`src/rtl/i2c_rx_pkg.sv`:
```
package i2c_rx_pkg;
  localparam int BYTE_W = 8;
  localparam int CNT_W  = $clog2(BYTE_W + 2);

  typedef enum logic [1:0] {PH_IDLE, PH_ADDR, PH_DATA} phase_t;

  typedef struct packed {
    logic start;
    logic stop;
    logic rise;
    logic fall;
  } bus_evt_t;

  function automatic logic addr_hit(input logic [BYTE_W-1:0] first_byte,
                                    input logic [BYTE_W-2:0] addr);
    return first_byte[BYTE_W-1:1] == addr;
  endfunction
endpackage

```
`src/rtl/i2c_rx_sync.sv`:
```
module i2c_rx_sync #(
  parameter int STAGES = 2,
  parameter int WIDTH  = 2
) (
  input  logic             clk,
  input  logic             rst_n,
  input  logic [WIDTH-1:0] d,
  output logic [WIDTH-1:0] q
);
  logic [WIDTH-1:0] pipe [STAGES];

  always_ff @(posedge clk or negedge rst_n)
    if (!rst_n) pipe[0] <= '1;
    else        pipe[0] <= d;

  for (genvar s = 1; s < STAGES; s++) begin : g_stage
    always_ff @(posedge clk or negedge rst_n)
      if (!rst_n) pipe[s] <= '1;
      else        pipe[s] <= pipe[s-1];
  end

  assign q = pipe[STAGES-1];
endmodule

```
`src/rtl/i2c_rx_cond.sv`:
```
module i2c_rx_cond
  import i2c_rx_pkg::*;
(
  input  logic     clk,
  input  logic     rst_n,
  input  logic     scl_s,
  input  logic     sda_s,
  output bus_evt_t evt
);
  logic scl_d, sda_d;

  always_ff @(posedge clk or negedge rst_n)
    if (!rst_n) begin
      scl_d <= 1'b1;
      sda_d <= 1'b1;
    end else begin
      scl_d <= scl_s;
      sda_d <= sda_s;
    end

  assign evt.rise  = scl_s & ~scl_d;
  assign evt.fall  = ~scl_s & scl_d;
  assign evt.start = scl_s & scl_d & sda_d & ~sda_s;
  assign evt.stop  = scl_s & scl_d & ~sda_d & sda_s;
endmodule

```
`src/rtl/i2c_rx_byte.sv`:
```
module i2c_rx_byte
  import i2c_rx_pkg::*;
#(
  parameter int ADDR_W = 7
) (
  input  logic              clk,
  input  logic              rst_n,
  input  logic              enable,
  input  bus_evt_t          evt,
  input  logic              sda_s,
  input  logic [ADDR_W-1:0] own_addr,
  input  logic              blocked,
  output logic              cmp_evt,
  output logic              take,
  output logic              is_addr,
  output logic [BYTE_W-1:0] byte_val,
  output logic              ninth_fall,
  output logic              sda_oe
);
  phase_t            phase;
  logic [CNT_W-1:0]  cnt;
  logic              ack_q;
  logic              hit;

  assign byte_val   = shreg_w();
  assign is_addr    = (phase == PH_ADDR);
  assign hit        = addr_hit(byte_val, own_addr);
  assign cmp_evt    = enable && evt.fall && !evt.start && !evt.stop &&
                      cnt == CNT_W'(BYTE_W) && phase != PH_IDLE;
  assign take       = (phase == PH_DATA) || hit;
  assign ninth_fall = enable && evt.fall && cnt == CNT_W'(BYTE_W + 1);
  assign sda_oe     = ack_q;

  logic [BYTE_W-1:0] shreg;
  function automatic logic [BYTE_W-1:0] shreg_w();
    return shreg;
  endfunction

  always_ff @(posedge clk or negedge rst_n)
    if (!rst_n) begin
      phase <= PH_IDLE;
      cnt   <= '0;
      ack_q <= 1'b0;
      shreg <= '0;
    end else if (!enable) begin
      phase <= PH_IDLE;
      cnt   <= '0;
      ack_q <= 1'b0;
    end else if (evt.start) begin
      phase <= PH_ADDR;
      cnt   <= '0;
      ack_q <= 1'b0;
    end else if (evt.stop) begin
      phase <= PH_IDLE;
      cnt   <= '0;
      ack_q <= 1'b0;
    end else if (phase != PH_IDLE) begin
      if (evt.rise && cnt < CNT_W'(BYTE_W)) begin
        shreg <= {shreg[BYTE_W-2:0], sda_s};
        cnt   <= cnt + 1'b1;
      end else if (cmp_evt) begin
        cnt   <= cnt + 1'b1;
        ack_q <= take && !blocked;
        if (phase == PH_ADDR)
          phase <= (take && !blocked) ? PH_DATA : PH_IDLE;
      end else if (ninth_fall) begin
        cnt   <= '0;
        ack_q <= 1'b0;
      end
    end

  a_r4_ack_window: assert property (@(posedge clk) disable iff (!rst_n)
    sda_oe |-> cnt == CNT_W'(BYTE_W + 1));
  a_r11_start_clears: assert property (@(posedge clk) disable iff (!rst_n)
    (enable && evt.start) |=> cnt == '0 && !sda_oe);
  a_r3_miss_silent: assert property (@(posedge clk) disable iff (!rst_n)
    (cmp_evt && is_addr && !hit) |=> !sda_oe && phase == PH_IDLE);
  a_r12_quiet: assert property (@(posedge clk) disable iff (!rst_n)
    !enable |=> !sda_oe);
endmodule

```
`src/rtl/i2c_target_rx.sv`:
```
module i2c_target_rx
  import i2c_rx_pkg::*;
#(
  parameter int ADDR_W      = 7,
  parameter int SYNC_STAGES = 2
) (
  input  logic              clk,
  input  logic              rst_n,
  input  logic              enable,
  input  logic              scl_i,
  input  logic              sda_i,
  output logic              sda_oe,
  input  logic [ADDR_W-1:0] own_addr,
  input  logic              rd_strobe,
  input  logic              clr_ovf,
  input  logic              clr_irq,
  output logic [7:0]        rx_data,
  output logic              buf_full,
  output logic              ovf,
  output logic              irq,
  output logic              st_start,
  output logic              st_stop,
  output logic              st_data,
  output logic              st_rw
);
  logic [1:0]        line_s;
  bus_evt_t          evt;
  logic              cmp_evt, take, is_addr, ninth_fall, blocked;
  logic [BYTE_W-1:0] byte_val;
  logic              load, refuse, irq_pend;
  logic [BYTE_W-1:0] rx_buf;

  i2c_rx_sync #(.STAGES(SYNC_STAGES), .WIDTH(2)) u_sync (
    .clk(clk), .rst_n(rst_n), .d({scl_i, sda_i}), .q(line_s));

  i2c_rx_cond u_cond (
    .clk(clk), .rst_n(rst_n), .scl_s(line_s[1]), .sda_s(line_s[0]), .evt(evt));

  i2c_rx_byte #(.ADDR_W(ADDR_W)) u_byte (
    .clk(clk), .rst_n(rst_n), .enable(enable), .evt(evt), .sda_s(line_s[0]),
    .own_addr(own_addr), .blocked(blocked), .cmp_evt(cmp_evt), .take(take),
    .is_addr(is_addr), .byte_val(byte_val), .ninth_fall(ninth_fall),
    .sda_oe(sda_oe));

  assign blocked = buf_full || ovf;
  assign load    = cmp_evt && take && !blocked;
  assign refuse  = cmp_evt && take && blocked;
  assign rx_data = rx_buf;

  always_ff @(posedge clk or negedge rst_n)
    if (!rst_n) begin
      rx_buf   <= '0;
      buf_full <= 1'b0;
      ovf      <= 1'b0;
      irq      <= 1'b0;
      irq_pend <= 1'b0;
    end else begin
      if (load) rx_buf <= byte_val;

      if (load)           buf_full <= 1'b1;
      else if (rd_strobe) buf_full <= 1'b0;

      if (refuse)       ovf <= 1'b1;
      else if (clr_ovf) ovf <= 1'b0;

      if (cmp_evt && take)           irq_pend <= 1'b1;
      else if (ninth_fall || evt.start || evt.stop) irq_pend <= 1'b0;

      if (ninth_fall && irq_pend) irq <= 1'b1;
      else if (clr_irq)           irq <= 1'b0;
    end

  always_ff @(posedge clk or negedge rst_n)
    if (!rst_n) begin
      st_start <= 1'b0;
      st_stop  <= 1'b0;
      st_data  <= 1'b0;
      st_rw    <= 1'b0;
    end else if (enable) begin
      if (evt.start) begin
        st_start <= 1'b1;
        st_stop  <= 1'b0;
      end else if (evt.stop) begin
        st_start <= 1'b0;
        st_stop  <= 1'b1;
      end
      if (cmp_evt && take) begin
        st_data <= !is_addr;
        if (is_addr) st_rw <= byte_val[0];
      end
    end

  a_r7_no_reload: assert property (@(posedge clk) disable iff (!rst_n)
    (cmp_evt && take && buf_full) |=> $stable(rx_buf) && ovf && !sda_oe);
  a_r8_ovf_refuse: assert property (@(posedge clk) disable iff (!rst_n)
    (cmp_evt && take && ovf && !buf_full && !rd_strobe) |=> !buf_full && !sda_oe);
  a_r9_ovf_sticky: assert property (@(posedge clk) disable iff (!rst_n)
    (ovf && !clr_ovf) |=> ovf);
  a_r9_read_clears: assert property (@(posedge clk) disable iff (!rst_n)
    (rd_strobe && !cmp_evt) |=> !buf_full);
  a_r5_irq_ninth: assert property (@(posedge clk) disable iff (!rst_n)
    $rose(irq) |-> $past(ninth_fall));
endmodule

```
`config.mk`:
```
export PLATFORM = sky130hd
export DESIGN_NAME = i2c_target_rx
export DESIGN_NICKNAME = d
export VERILOG_FILES = /design/src/rtl/i2c_rx_pkg.sv /design/src/rtl/i2c_rx_sync.sv /design/src/rtl/i2c_rx_cond.sv /design/src/rtl/i2c_rx_byte.sv /design/src/rtl/i2c_target_rx.sv
export SDC_FILE = /design/constraint.sdc
export NUM_CORES = 1
export LEC_CHECK = 0
export BUFFER_PORTS_ARGS = -buffer_cell sky130_fd_sc_hd__buf_2
export CAP_MARGIN = 5
export CORE_MARGIN = 4
export CORE_UTILIZATION = 48
export CTS_CLUSTER_DIAMETER = 30
export CTS_CLUSTER_SIZE = 30
export DETAILED_ROUTE_END_ITERATION = 8
export PLACE_DENSITY_LB_ADDON = 0.15
export SYNTH_ARGS = -nofsm -noshare
export SYNTH_HDL_FRONTEND = slang
export SYNTH_SLANG_ARGS = --single-unit
```
`constraint.sdc`:
```
create_clock -name clk -period 3.7 [get_ports clk]
set_clock_uncertainty 0.1 [all_clocks]
set_input_delay 0.185 -clock clk [delete_from_list [all_inputs] [get_ports clk]]
set_output_delay 0.185 -clock clk [all_outputs]
set_load 0.005 [all_outputs]
```
==> results of run 1 <==
==> kinds of logic after synthesis <==
group	share of synthesized area, %
and+or+nand+nor	14.3
adders and majority gates	2.11
AOI/OAI and AO/OA	9.00
xor gates and xnor gates	3.94
muxes	15.3
DFF	52.5
buffers and inverters	2.95
==> critical path: stages, from the launching register on <==
cell and delay (ns):
dfstp_2 0.59, xor2_1 0.08, nand3_1 0.14, nand2_1 0.16
or3_1 0.58, mux2_4 0.38
==> cells in the final DEF (no fill, tap or decap), types with 5 or more instances in the layout <==
cell type      instances
buf_2                 30
clkbuf_8               6
dfrtp_1               31
dfstp_2                6
dlygate4sd3_1          6
inv_1                  8
mux2_4                16
nand2_1                6
nand3_1                5
nor2_1                11
o21ai_0                7
xnor2_1                7
==> worst max-delay path by stage <==
stage / endpoint / slack, ns / cells past startpoint
2_1_floorplan: rx_data[0] / 1.78 / 7
3_3_place_gp: u_byte.byte_val[2] / 1.58 / 5
3_5_place_dp: u_byte.byte_val[7] / 1.54 / 5
4_1_cts: u_byte.byte_val[0] / 1.55 / 5
5_1_grt: u_byte.byte_val[0] / 1.43 / 5
6_report: u_byte.byte_val[0] / 1.54 / 5
==> power by group through the flow <==
| stage | clock network (mW) | logic [mW] | registers [mW] |
|---|---|---|---|
| finish | 0.285 | 0.0434 | 0.422 |
| global placement | 0 | 0.0383 | 0.428 |
| CTS | 0.293 | 0.0441 | 0.422 |
| floorplan | 0 | 0.0200 | 0.426 |
| detailed placement | 0 | 0.0391 | 0.429 |
| global route | 0.312 | 0.0492 | 0.423 |
==> metal layers <==
layer | wire (um) | up-vias
met5 | 0 | -
met4 | 39 | 0
met3 | 186 | 4
met2 | 1530 | 38
met1 | 1540 | 583
li1 | - | 584
==> cell type report <==
class / instances / area (um2) / share of cell area [%]
tap: 46 / 57.6 / 2.72
clock buffer: 8 / 90.1 / 4.25
multi-input combinational: 95 / 793 / 37.4
timing repair buffer: 36 / 210 / 9.92
sequential: 37 / 933 / 44.1
inverter: 9 / 33.8 / 1.59
==> sequential cells by signal, summed over array words and instances, names as in the netlist <==
signal,count
buf_full,1
irq,1
irq_pend,1
ovf,1
rx_data,8
st_data,1
st_rw,1
st_start,1
st_stop,1
u_byte.byte_val,8
u_byte.cnt,4
u_byte.phase,2
u_byte.sda_oe,1
u_cond.scl_d,1
u_cond.sda_d,1
u_sync.pipe,2
u_sync.q,2
==> reports/results.md, run 1 <==
| Group | Result | This run |
| --- | --- | --- |
| outcome | Run status | finished, final reports clean |
| timing | Final slew viol count | 0 |
| worst setup path | Reg2reg start | u_sync.q[0] |
| worst setup path | Reg-to-reg setup timing slack | 1.54 ns |
| worst setup path | Largest fanout on the critical path | 8 |
| floorplan | Total Die Area | 4740 um2 |
| run | Maxcap violations | 0 |
| final layout | Non-filler cells in the finished layout | 231 |
| pwr | Static leakage power | 1.03 nW |
| placed design | Placed Cells incl. Taps | 217 |
| pwr | Portion of total power attributed to the clock network | 38.0% |
| floorplan | Count of pins on the block boundary | 31 |
| grt | Fraction of met1 tracks used by global routing | 21.7% |
| hold path | Min-Delay Path Class | input port to register |
| final layout | Area growth from synthesis to final layout | 19.1% |
| timing | RSZ-0062 raised after global routing | false |
| yosys | Number of instances in the synthesized netlist | 143 |
| yosys | Distinct cell type count after synthesis | 42 |
| timing | Smallest setup slack after layout | 1.54 ns |
| timing | Relative slew margins | 47.1% |
| grt | Grt ovf | 0 |
| timing | Max frequency | 462 MHz |
| grt | Global-route usage over all layers | 16.5% |
| grt | Vias in the first global route | 1203 |
| drt | First drt pass iteration count | 4 |
| pwr | Net Switching | 164 uW |
| drt | Routed Antenna Nets | 0 |
| yosys | Fraction of the yosys area taken by sequential cells | 52.5% |
| grt | Global-route met2 utilization | 24.6% |
| yosys | Share of the synthesized area in the top cell type | 43.6% |
| grt | Wire length of the first global-routing pass | 5.64 mm |
| final layout | Share of post-route cells with drive strength above 1 | 36.2% |
| grt | Number of antenna violations at the first check in global routing | 0 |
| hold path | Worst min-delay path startpoint | enable |
| grt | Global-route met3 utilization | 4.54% |
| yosys | Async SR Flop Fraction | 100% |
| pwr | Cell-internal power | 586 uW |
| clock tree | Maximum level of the CTS H-tree | 2 |
| clock tree | CTS tree | built |
| yosys | Most common library cells after synthesis | 31 x dfrtp_1, 16 x mux2_4, 11 x nor2_1 |
| yosys | Mean post-synth cell area | 12.4 um2 |
| placed design | Dpl ws | 1.54 ns |
| pwr | Power after layout | 750 uW |
| placed design | Post-DP Area | 1970 um2 |
| final layout | Final std cell area, no fill | 2120 um2 |
| clock tree | Source-to-sink clock delay at the later pin of the worst-skew pair | 0.29 ns |
| worst setup path | Startpoint of the most critical setup path | u_sync.q[0] |
| floorplan | Number of cell rows | 21 |
| final layout | # diodes | 0 |
| clock tree | Max clock buf depth | 2 |
| yosys | Most frequent cell after synthesis | dfrtp_1 |
| clock tree | Hold-fix buffers, CTS | 6 |
| clock tree | Post-CTS setup buffer count | 0 |
| drt | Vias after detailed routing | 1209 |
| yosys | Flip-flop and latch count after synthesis | 37 |
| timing | Worst hold slack | 0.195 ns |
| yosys | Leading register cell type out of synthesis | dfrtp_1 |
| final layout | Final layout net count | 202 |
| worst setup path | Worst setup SP type | register |
| pwr | Combinational share of power | 5.8% |
| hold path | Sink of the worst hold path | u_byte.phase[0] |
| drt | Via density per instance | 5.23 |
| timing | Hold Vio Cnt, Final | 0 |
| yosys | Synthesized netlist net count | 161 |
| timing | Setup TNS | 0 ns |
| drt | Wirelength per Cell | 14.3 um |
| timing | Final period util | 58.5% |
| timing | Number of failing setup endpoints in the final timing report | 0 |
| grt | Most heavily used metal layer in global routing | met2 |
| clock tree | Clk sink count | 37 |
| clock tree | CTS Root Buffer Type | clkbuf_8 |
| worst setup path | Endpoint of the worst register-to-register path | u_byte.byte_val[0] |
| placed design | Weighted congestion at the end of routability-driven global placement | 0.738 |
| worst setup path | Data required, critical path | 3.76 ns |
| worst setup path | Endpoint class of the critical path | register |
| pwr | Sw Share | 21.9% |
| final layout | Core occupancy in the finished layout | 61.1% |
| pwr | Pwr Density | 354 nW/um2 |
| yosys | Cell type contributing the most total cell area after synthesis | dfrtp_1 |
| drt | Initial DRC count | 25 |
| yosys | Number of synthesized flops with an enable pin | 0 |
| final layout | Filler instances | 302 |
| worst setup path | Classification of the worst setup path | register to register |
| timing | Actual transition at the worst max-transition pin | 0.794 ns |
| placed design | Port Buffer Count | 30 |
| pwr | Worst IR Drop VDD | 0.000203 V |
| floorplan | Initial core utilization | 51.3% |
| placed design | Detailed placement HPWL | 2.44 mm |
| worst setup path | Signal arrival time at the worst endpoint | 2.23 ns |
| yosys | Count of warnings emitted by yosys | 0 |
| yosys | Area contributors post-synth | dfrtp_1 44%, mux2_4 14%, dfstp_2 8.9%, xnor2_1 3.4%, nor2_1 2.3% |
| floorplan | Floorplan Core Area | 3470 um2 |
| yosys | Post-synthesis instance area | 1780 um2 |
| pwr | Part of the power in registers | 56.2% |
| hold path | Hold Path Depth | 3 |
| clock tree | Post-cts resize count | 0 |
| clock tree | CTS buffer count | 5 |
| drt | Total length of routed wires | 3.30 mm |
| floorplan | Vertical extent of the die | 68.9 um |
| timing | Minimum period implied by the final worst setup slack | 2.16 ns |
| drt | Drc violations | 0 |
| clock tree | Register clock-pin slew on the reported worst setup and hold paths | 0.06 ns |
| worst setup path | Worst Reg-to-Reg Cells | 5 |
| floorplan | Die width | 68.9 um |
| grt | Maximum number of pins on one net before global-route repair | 38 |
Power figures use the tool's default switching activity.
==> run 2: changes to the inputs <==
==> constraint.sdc (replaced) <==
create_clock -name clk -period 1.95 [get_ports clk]
set_clock_uncertainty 0.1 [all_clocks]
set_input_delay 0.0975 -clock clk [delete_from_list [all_inputs] [get_ports clk]]
set_output_delay 0.0975 -clock clk [all_outputs]
set_load 0.005 [all_outputs]
==> run 2 against run 1 <==
  * The run now ends with negative setup slack left
  * Utilization is 8.4 points higher
  * Non-clock buffer count grew 24
  * First-iteration DRC count rose to 2.6 times the previous value
  * Die area unchanged
  * Combinational power up 140%
  * Sequential share of layout area decreased by 5.3 points
  * Global-route usage up 0.63 points
  * Fmax rose by 9.9%
  * Setup slack got worse by 1.6 ns
  * Clock power up 140%
  * Highest routed layer unchanged
==> reports/results.md, run 2 (synthesized netlist as in run 1, its figures left out) <==
| Group | Result | This run | Change |
| --- | --- | --- | --- |
| worst setup path | Data required, critical path | 2.02 ns | -1.74 ns |
| pwr | Net Switching | 328 uW | +100% |
| timing | Minimum period implied by the final worst setup slack | 1.97 ns | -0.194 ns |
| drt | Vias after detailed routing | 1339 | +11% |
| floorplan | Floorplan Core Area | 3470 um2 | unchanged |
| floorplan | Vertical extent of the die | 68.9 um | unchanged |
| worst setup path | Largest fanout on the critical path | 5 | -3 |
| pwr | Cell-internal power | 1.25 mW | +110% |
| clock tree | Clk sink count | 37 | unchanged |
| clock tree | CTS Root Buffer Type | clkbuf_8 |  |
| drt | Via density per instance | 5.23 | about the same |
| clock tree | Source-to-sink clock delay at the later pin of the worst-skew pair | 0.29 ns | about the same |
| timing | Smallest setup slack after layout | -0.0189 ns | -1.56 ns |
| placed design | Detailed placement HPWL | 2.52 mm | +3.3% |
| final layout | Final layout net count | 227 | +12% |
| timing | Worst hold slack | 0.0933 ns | -0.102 ns |
| pwr | Portion of total power attributed to the clock network | 43.0% | +5.0 points |
| timing | Relative slew margins | 46.7% | -0.39 points |
| floorplan | Number of cell rows | 21 | unchanged |
| final layout | Non-filler cells in the finished layout | 256 | +11% |
| grt | Wire length of the first global-routing pass | 5.86 mm | +3.8% |
| pwr | Static leakage power | 1.19 nW | +16% |
| worst setup path | Sum of buffers and inverters on the critical path | 1 | +1 |
| drt | First drt pass iteration count | 4 | unchanged |
| worst setup path | Worst setup SP type | register |  |
| grt | Number of antenna violations at the first check in global routing | 0 | unchanged |
| pwr | Pwr Density | 656 nW/um2 | +85% |
| clock tree | Maximum level of the CTS H-tree | 2 | unchanged |
| floorplan | Total Die Area | 4740 um2 | unchanged |
| placed design | Port Buffer Count | 30 | unchanged |
| timing | Final period util | 101% | +43 points |
| pwr | Power after layout | 1.58 mW | +110% |
| timing | Number of failing setup endpoints in the final timing report | 5 | +5 |
| floorplan | Count of pins on the block boundary | 31 | unchanged |
| drt | Routed Antenna Nets | 0 | unchanged |
| final layout | Share of post-route cells with drive strength above 1 | 47.6% | +11 points |
| worst setup path | Signal arrival time at the worst endpoint | 2.04 ns | -0.19 ns |
| placed design | Weighted congestion at the end of routability-driven global placement | 0.809 | +9.6% |
| outcome | Run status | complete, but fails checks |  |
| worst setup path | Kind of cell adding the most delay to the critical path | simple AND/OR/NAND/NOR gates |  |
| timing | RSZ-0062 raised after global routing | true |  |
| grt | Global-route usage over all layers | 17.1% | +0.63 points |
| worst setup path | Highest-delay cell along the critical path | dfrtp_1 |  |
| grt | Maximum number of pins on one net before global-route repair | 38 | unchanged |
| floorplan | Initial core utilization | 51.3% | unchanged |
| worst setup path | Crit-path max cell delay | 0.39 ns | -0.20 ns |
| pwr | Worst IR Drop VDD | 0.000522 V | +160% |
| final layout | Most frequent cells in the layout | 31 x dfrtp_1, 30 x buf_2, 22 x buf_4, 16 x mux2_4, 10 x nor2_1 |  |
| pwr | Part of the power in registers | 50.3% | -5.9 points |
| grt | Vias in the first global route | 1285 | +6.8% |
| drt | Total length of routed wires | 3.73 mm | +13% |
| worst setup path | Endpoint class of the critical path | register |  |
| grt | Grt ovf | 0 | unchanged |
| outcome | Violated checks | negative setup slack |  |
| worst setup path | Critical path, cell by cell | inv_2 -> ha_4 -> nor2b_4 -> nand2_4 -> nor3b_4 -> a21oi_4 -> mux2_4 |  |
| final layout | Most common cell after layout, fill and taps aside | dfrtp_1 |  |
| timing | Max frequency | 508 MHz | +9.9% |
| timing | Actual transition at the worst max-transition pin | 0.800 ns | +0.00586 ns |
| timing | Hold Vio Cnt, Final | 0 | unchanged |
| clock tree | Max clock buf depth | 2 | unchanged |
| drt | Wirelength per Cell | 14.6 um | +2.1% |
| floorplan | Die width | 68.9 um | unchanged |
| timing | Final slew viol count | 0 | unchanged |
| pwr | Combinational share of power | 6.7% | +0.9 points |
| clock tree | CTS tree | built |  |
| run | Maxcap violations | 0 | unchanged |
| worst setup path | Classification of the worst setup path | register to register |  |
| final layout | Area growth from synthesis to final layout | 35.4% |  |
| clock tree | CTS buffer count | 5 | unchanged |
| drt | Initial DRC count | 65 | +160% |
| placed design | Placed Cells incl. Taps | 231 | +6.5% |
| hold path | Min-Delay Path Class | input port to register |  |
| clock tree | Register clock-pin slew on the reported worst setup and hold paths | 0.07 ns | about the same |
| pwr | Sw Share | 20.8% | -1.1 points |
| drt | Drc violations | 0 | unchanged |
| final layout | # diodes | 0 | unchanged |
| timing | Setup TNS | -0.0620 ns | -0.0620 ns |
## run 2: power groups by stage
stage | Clock, mW | Combinational [mW] | Sequential (mW)
6_report | 0.680 | 0.106 | 0.795
5_1_grt | 0.737 | 0.118 | 0.796
4_1_cts | 0.700 | 0.0995 | 0.796
3_5_place_dp | 0 | 0.0854 | 0.811
3_3_place_gp | 0 | 0.0827 | 0.810
2_1_floorplan | 0 | 0.0379 | 0.809
## run 2: per-stage QoR
step	worst slack [ns]	util, %	area, um2
floorplan	0.0310	-	1780
global placement	-0.00354	59.8	2070
detailed placement	-0.100	59.8	2070
CTS	0.00364	65.5	2270
global route	-0.0636	69.5	2410
finish	-0.0189	69.5	2410
## run 2: worst paths after layout
| kind | startpoint | end | slack [ns] | depth (start not counted) |
|---|---|---|---|---|
| setup / recovery | u_byte.cnt[1] | rx_data[3] | -0.02 | 7 |
| hold / removal | enable | u_byte.phase[0] | 0.09 | 3 |
| setup reg to reg | u_byte.cnt[1] | rx_data[3] | -0.02 | 7 |
| hold reg to reg | u_sync.pipe[3] | u_sync.q[1] | 0.26 | 0 |
| max in group asynchronous | rst_n | st_start | 0.91 | 2 |
| min in group asynchronous | rst_n | u_byte.sda_oe | 0.33 | 2 |
## run 2: area by class of cell
class | count | area (um2)
Timing Repair Buffer | 60 | 398
Clock buffer | 7 | 86.3
Multi-Input combinational cell | 96 | 871
Sequential cell | 37 | 933
Inverter | 9 | 33.8
Fill cell | 268 | 1060
Clock inverter | 1 | 30.0
Tap cell | 46 | 57.6
## run 2: metal layers
| layer | track usage (%) | vias up | share of wire [%] | routed length (um) |
|---|---|---|---|---|
| met1 | 21.5 | 656 | 46 | 1700 |
| met4 | 7.30 | 0 | 1.6 | 59 |
| met3 | 5.02 | 6 | 5.6 | 207 |
| met5 | 0 | - | 0 | 0 |
| li1 | - | 642 | - | - |
| met2 | 27.4 | 35 | 47 | 1760 |
## run 2: what timing repair did
action,CTS,global route
gates cloned,0,1
hold buffers,6,0
resized for setup,3,13
endpoints found under the setup margin,18,22
hold endpoints to repair,36,0
pin swaps,1,5
setup buffers,1,9
## run 2: worst min-delay path, delay by kind of cell
| family | cells | cell delay [ns] |
|---|---|---|
| buffers and inverters | 1 | 0.13 |
| and+or+nand+nor | 1 | 0.12 |
| AOI/OAI and AO/OA | 1 | 0.08 |
==> run 3: changes to the inputs <==
--- a/config.mk
+++ b/config.mk
@@ -6,13 +6,13 @@
 export NUM_CORES = 1
 export LEC_CHECK = 0
 export BUFFER_PORTS_ARGS = -buffer_cell sky130_fd_sc_hd__buf_2
-export CAP_MARGIN = 5
+export CAP_MARGIN = 20
 export CORE_MARGIN = 4
 export CORE_UTILIZATION = 48
 export CTS_CLUSTER_DIAMETER = 30
-export CTS_CLUSTER_SIZE = 30
 export DETAILED_ROUTE_END_ITERATION = 8
 export PLACE_DENSITY_LB_ADDON = 0.15
 export SYNTH_ARGS = -nofsm -noshare
 export SYNTH_HDL_FRONTEND = slang
+export SYNTH_HIERARCHICAL = 1
 export SYNTH_SLANG_ARGS = --single-unit
==> run 3 against run 2 <==
  * The run still ends with negative setup slack left
  * Critical path type unchanged
  * Setup slack got worse by 0.24 ns
  * Sequential power up 3.0%
  * Sequential cell count stayed put
==> reports/results.md, run 3 <==
| Group | Result | This run | Change |
| --- | --- | --- | --- |
| yosys | Share of the synthesized area in the top cell type | 45.7% | +2.1 points |
| yosys | Cell type contributing the most total cell area after synthesis | dfrtp_1 |  |
| clock tree | Source-to-sink clock delay at the later pin of the worst-skew pair | 0.34 ns | +0.05 ns |
| yosys | Mean post-synth cell area | 12.8 um2 | +2.6% |
| worst setup path | Largest fanout on the critical path | 8 | +3 |
| floorplan | Total Die Area | 4550 um2 | -4.0% |
| floorplan | Count of pins on the block boundary | 31 | unchanged |
| timing | Relative slew margins | 46.9% | +0.26 points |
| outcome | Violated checks | negative setup slack |  |
| yosys | Simple-gate share of the synthesized area | 11.9% | -2.4 points |
| grt | Global-route usage over all layers | 17.8% | +0.66 points |
| yosys | Async SR Flop Fraction | 100% | unchanged |
| yosys | Leading register cell type out of synthesis | dfrtp_1 |  |
| yosys | Flip-flop and latch count after synthesis | 37 | unchanged |
| hold path | Hold Path Depth | 5 | +2 |
| yosys | Post-synthesis xor/xnor area fraction | 3.61% | -0.33 points |
| yosys | Number of synthesized flops with an enable pin | 0 | unchanged |
| clock tree | Register clock-pin slew on the reported worst setup and hold paths | 0.11 ns | +0.04 ns |
| clock tree | CTS Root Buffer Type | clkbuf_4 |  |
| timing | Smallest setup slack after layout | -0.260 ns | -0.241 ns |
| final layout | Most common cell after layout, fill and taps aside | dfrtp_1 |  |
| floorplan | Floorplan Core Area | 3360 um2 | -3.0% |
| worst setup path | Classification of the worst setup path | register to register |  |
| timing | Number of failing setup endpoints in the final timing report | 27 | +22 |
| placed design | Dpl ws | -0.253 ns | -0.153 ns |
| timing | Max frequency | 452 MHz | -11% |
| timing | Final period util | 113% | +12 points |
| timing | Minimum period implied by the final worst setup slack | 2.21 ns | +0.241 ns |
| yosys | Synthesized-area fraction occupied by adder cells | 2.21% | +0.10 points |
| timing | RSZ-0062 raised after global routing | true |  |
| placed design | Detailed placement HPWL | 2.51 mm | -0.42% |
| pwr | Worst IR Drop VDD | 0.000517 V | -1.0% |
| placed design | Port Buffer Count | 30 | unchanged |
| clock tree | Max clock buf depth | 2 | unchanged |
| final layout | Core occupancy in the finished layout | 68.9% | -0.54 points |
| drt | Vias after detailed routing | 1214 | -9.3% |
| worst setup path | Critical path, cell by cell | and4b_1 -> or3b_4 -> nor3_4 -> and4bb_1 -> buf_12 -> mux2_4 |  |
| yosys | Most common library cells after synthesis | 31 x dfrtp_1, 12 x inv_1, 9 x mux2_2 |  |
| timing | Actual transition at the worst max-transition pin | 0.796 ns | -0.00385 ns |
| yosys | Number of instances in the synthesized netlist | 133 | -7.0% |
| worst setup path | Data required, critical path | 2.08 ns | +0.06 ns |
| grt | Wire length of the first global-routing pass | 5.83 mm | -0.48% |
| worst setup path | Worst setup SP type | register |  |
| yosys | Most frequent cell after synthesis | dfrtp_1 |  |
| pwr | Pwr Density | 683 nW/um2 | +4.0% |
| clock tree | Maximum level of the CTS H-tree | 2 | unchanged |
| drt | First drt pass iteration count | 6 | +2 |
| yosys | Post-synthesis instance area | 1700 um2 | -4.6% |
| drt | Detailed-routed wire length on met2 | 1.79 mm | +1.6% |
| outcome | Run status | complete, but fails checks |  |
| worst setup path | Highest-delay cell along the critical path | dfstp_2 |  |
| pwr | Static leakage power | 1.16 nW | -2.4% |
| yosys | Post-synthesis compound-gate area fraction | 8.47% | -0.53 points |
| yosys | Fraction of synthesized area in multiplexers | 14.2% | -1.0 points |
| grt | Number of antenna violations at the first check in global routing | 0 | unchanged |
| drt | Highest Signal Layer | met4 |  |
| worst setup path | Signal arrival time at the worst endpoint | 2.34 ns | +0.30 ns |
| drt | Via density per instance | 5.00 | -4.5% |
| worst setup path | Crit-path max cell delay | 0.54 ns | +0.15 ns |
| final layout | Area growth from synthesis to final layout | 36.6% |  |
| drt | Drc violations | 0 | unchanged |
| drt | Routed Antenna Nets | 0 | unchanged |
| timing | Setup TNS | -5.47 ns | -5.41 ns |
| drt | Total length of routed wires | 3.59 mm | -3.7% |
| yosys | Distinct cell type count after synthesis | 38 | -9.5% |
| worst setup path | Worst Reg-to-Reg Cells | 6 | -1 |
| clock tree | CTS tree | built |  |
| worst setup path | Endpoint class of the critical path | register |  |
| timing | Hold Vio Cnt, Final | 0 | unchanged |
| yosys | Count of warnings emitted by yosys | 6 | +6 |
| drt | Initial DRC count | 43 | -34% |
| final layout | # diodes | 0 | unchanged |
| clock tree | CTS buffer count | 5 | unchanged |
| placed design | Weighted congestion at the end of routability-driven global placement | 0.789 | -2.5% |
| drt | Wirelength per Cell | 14.8 um | +1.4% |
| drt | DRT met1 WL | 1.58 mm | -6.7% |
| final layout | Filler instances | 280 | +4.5% |
| grt | Maximum number of pins on one net before global-route repair | 38 | unchanged |
| final layout | Most frequent cells in the layout | 31 x dfrtp_1, 30 x buf_2, 18 x buf_4, 12 x inv_1, 9 x mux2_4 |  |
| yosys | Main combinational cell family by area after synthesis | multiplexers |  |
| yosys | Area contributors post-synth | dfrtp_1 46%, dfstp_2 9.3%, mux2_4 7.1%, mux2_2 6.0%, xnor2_1 3.6% |  |
| yosys | Fraction of the yosys area taken by sequential cells | 55.0% | +2.5 points |
| clock tree | Clk sink count | 37 | unchanged |
| hold path | Min-Delay Path Class | input port to register |  |
| final layout | Final std cell area, no fill | 2320 um2 | -3.8% |
| floorplan | Vertical extent of the die | 67.5 um | -2.0% |
| grt | Vias in the first global route | 1263 | -1.7% |
| timing | Final slew viol count | 0 | unchanged |
| floorplan | Die width | 67.5 um | -2.0% |
| final layout | Share of post-route cells with drive strength above 1 | 50.3% | +2.6 points |
| grt | Grt ovf | 0 | unchanged |
| run | Maxcap violations | 0 | unchanged |
| floorplan | Number of cell rows | 21 | unchanged |
| final layout | Final layout net count | 214 | -5.7% |
| floorplan | Initial core utilization | 50.5% | -0.82 points |
| yosys | Synthesized netlist net count | 151 | -6.2% |
| placed design | Post-DP Area | 2040 um2 | -1.5% |
| drt | Met3 routed WL | 177 um | -14% |
## run 3: kinds of logic after synthesis
family | Yosys count
and+or+nand+nor | 31
buffers and inverters | 16
muxes | 19
xor gates and xnor gates | 7
adders and majority gates | 3
AOI/OAI and AO/OA | 20
DFF | 37
## run 3: path summary, 6_finish.rpt
path                            slack [ns]            from         endpoint
worst max-delay path                 -0.26    u_cond/sda_d       rx_data[7]
worst min-delay path                  0.25     own_addr[2]  u_byte/phase[1]
worst max register to register       -0.26    u_cond/sda_d       rx_data[7]
worst min register to register        0.26  u_sync/pipe[2]      u_sync/q[0]
max in group asynchronous             0.98           rst_n         st_start
min in group asynchronous             0.27           rst_n       rx_data[1]
## run 3: power breakdown
group	switching (mW)	leakage [nW]	internal, mW
clock	0.255	0.0445	0.305
sequential	0.0171	0.486	0.802
combinational	0.0977	0.631	0.107
total	0.370	1.16	1.21
## run 3: layout make-up
class	instances	area [um2]	area share [%]
Timing Repair Buffer	60	433	18.7
Tap cell	46	57.6	2.48
Multi-Input combinational cell	80	761	32.8
Clock inverter	2	37.5	1.62
Sequential cell	37	933	40.3
Clock buffer	6	51.3	2.21
Inverter	12	45.0	1.94
## run 3: what timing repair did
action                                 CTS  global route
resized for setup                        6            12
endpoints found under the hold margin   38             0
setup buffers                            4             3
pin swaps                                2             2
hold buffers                             7             0
setup endpoints to repair               23            28
gates cloned                             0             0
## run 3: layer usage
metal	up-vias	GRT usage, %
met4	0	6.08
li1	590	-
met3	5	5.66
met1	592	22.8
met5	-	0
met2	27	28.2
## run 3: critical path, delay by kind of cell (launching register included)
family        cells  cell delay [ns]
buf+inv           1             0.15
simple gates      4             1.03
flops             1             0.54
mux               1             0.30
## run 3: metrics by stage
step	cells	hold WS (ns)	power [mW]
after floorplan	133	-0.298	0.928
after global placement	222	0.104	1.01
after detailed placement	222	0.104	1.01
after CTS	241	0.229	1.59
after global routing	243	0.225	1.66
final	243	0.252	1.58
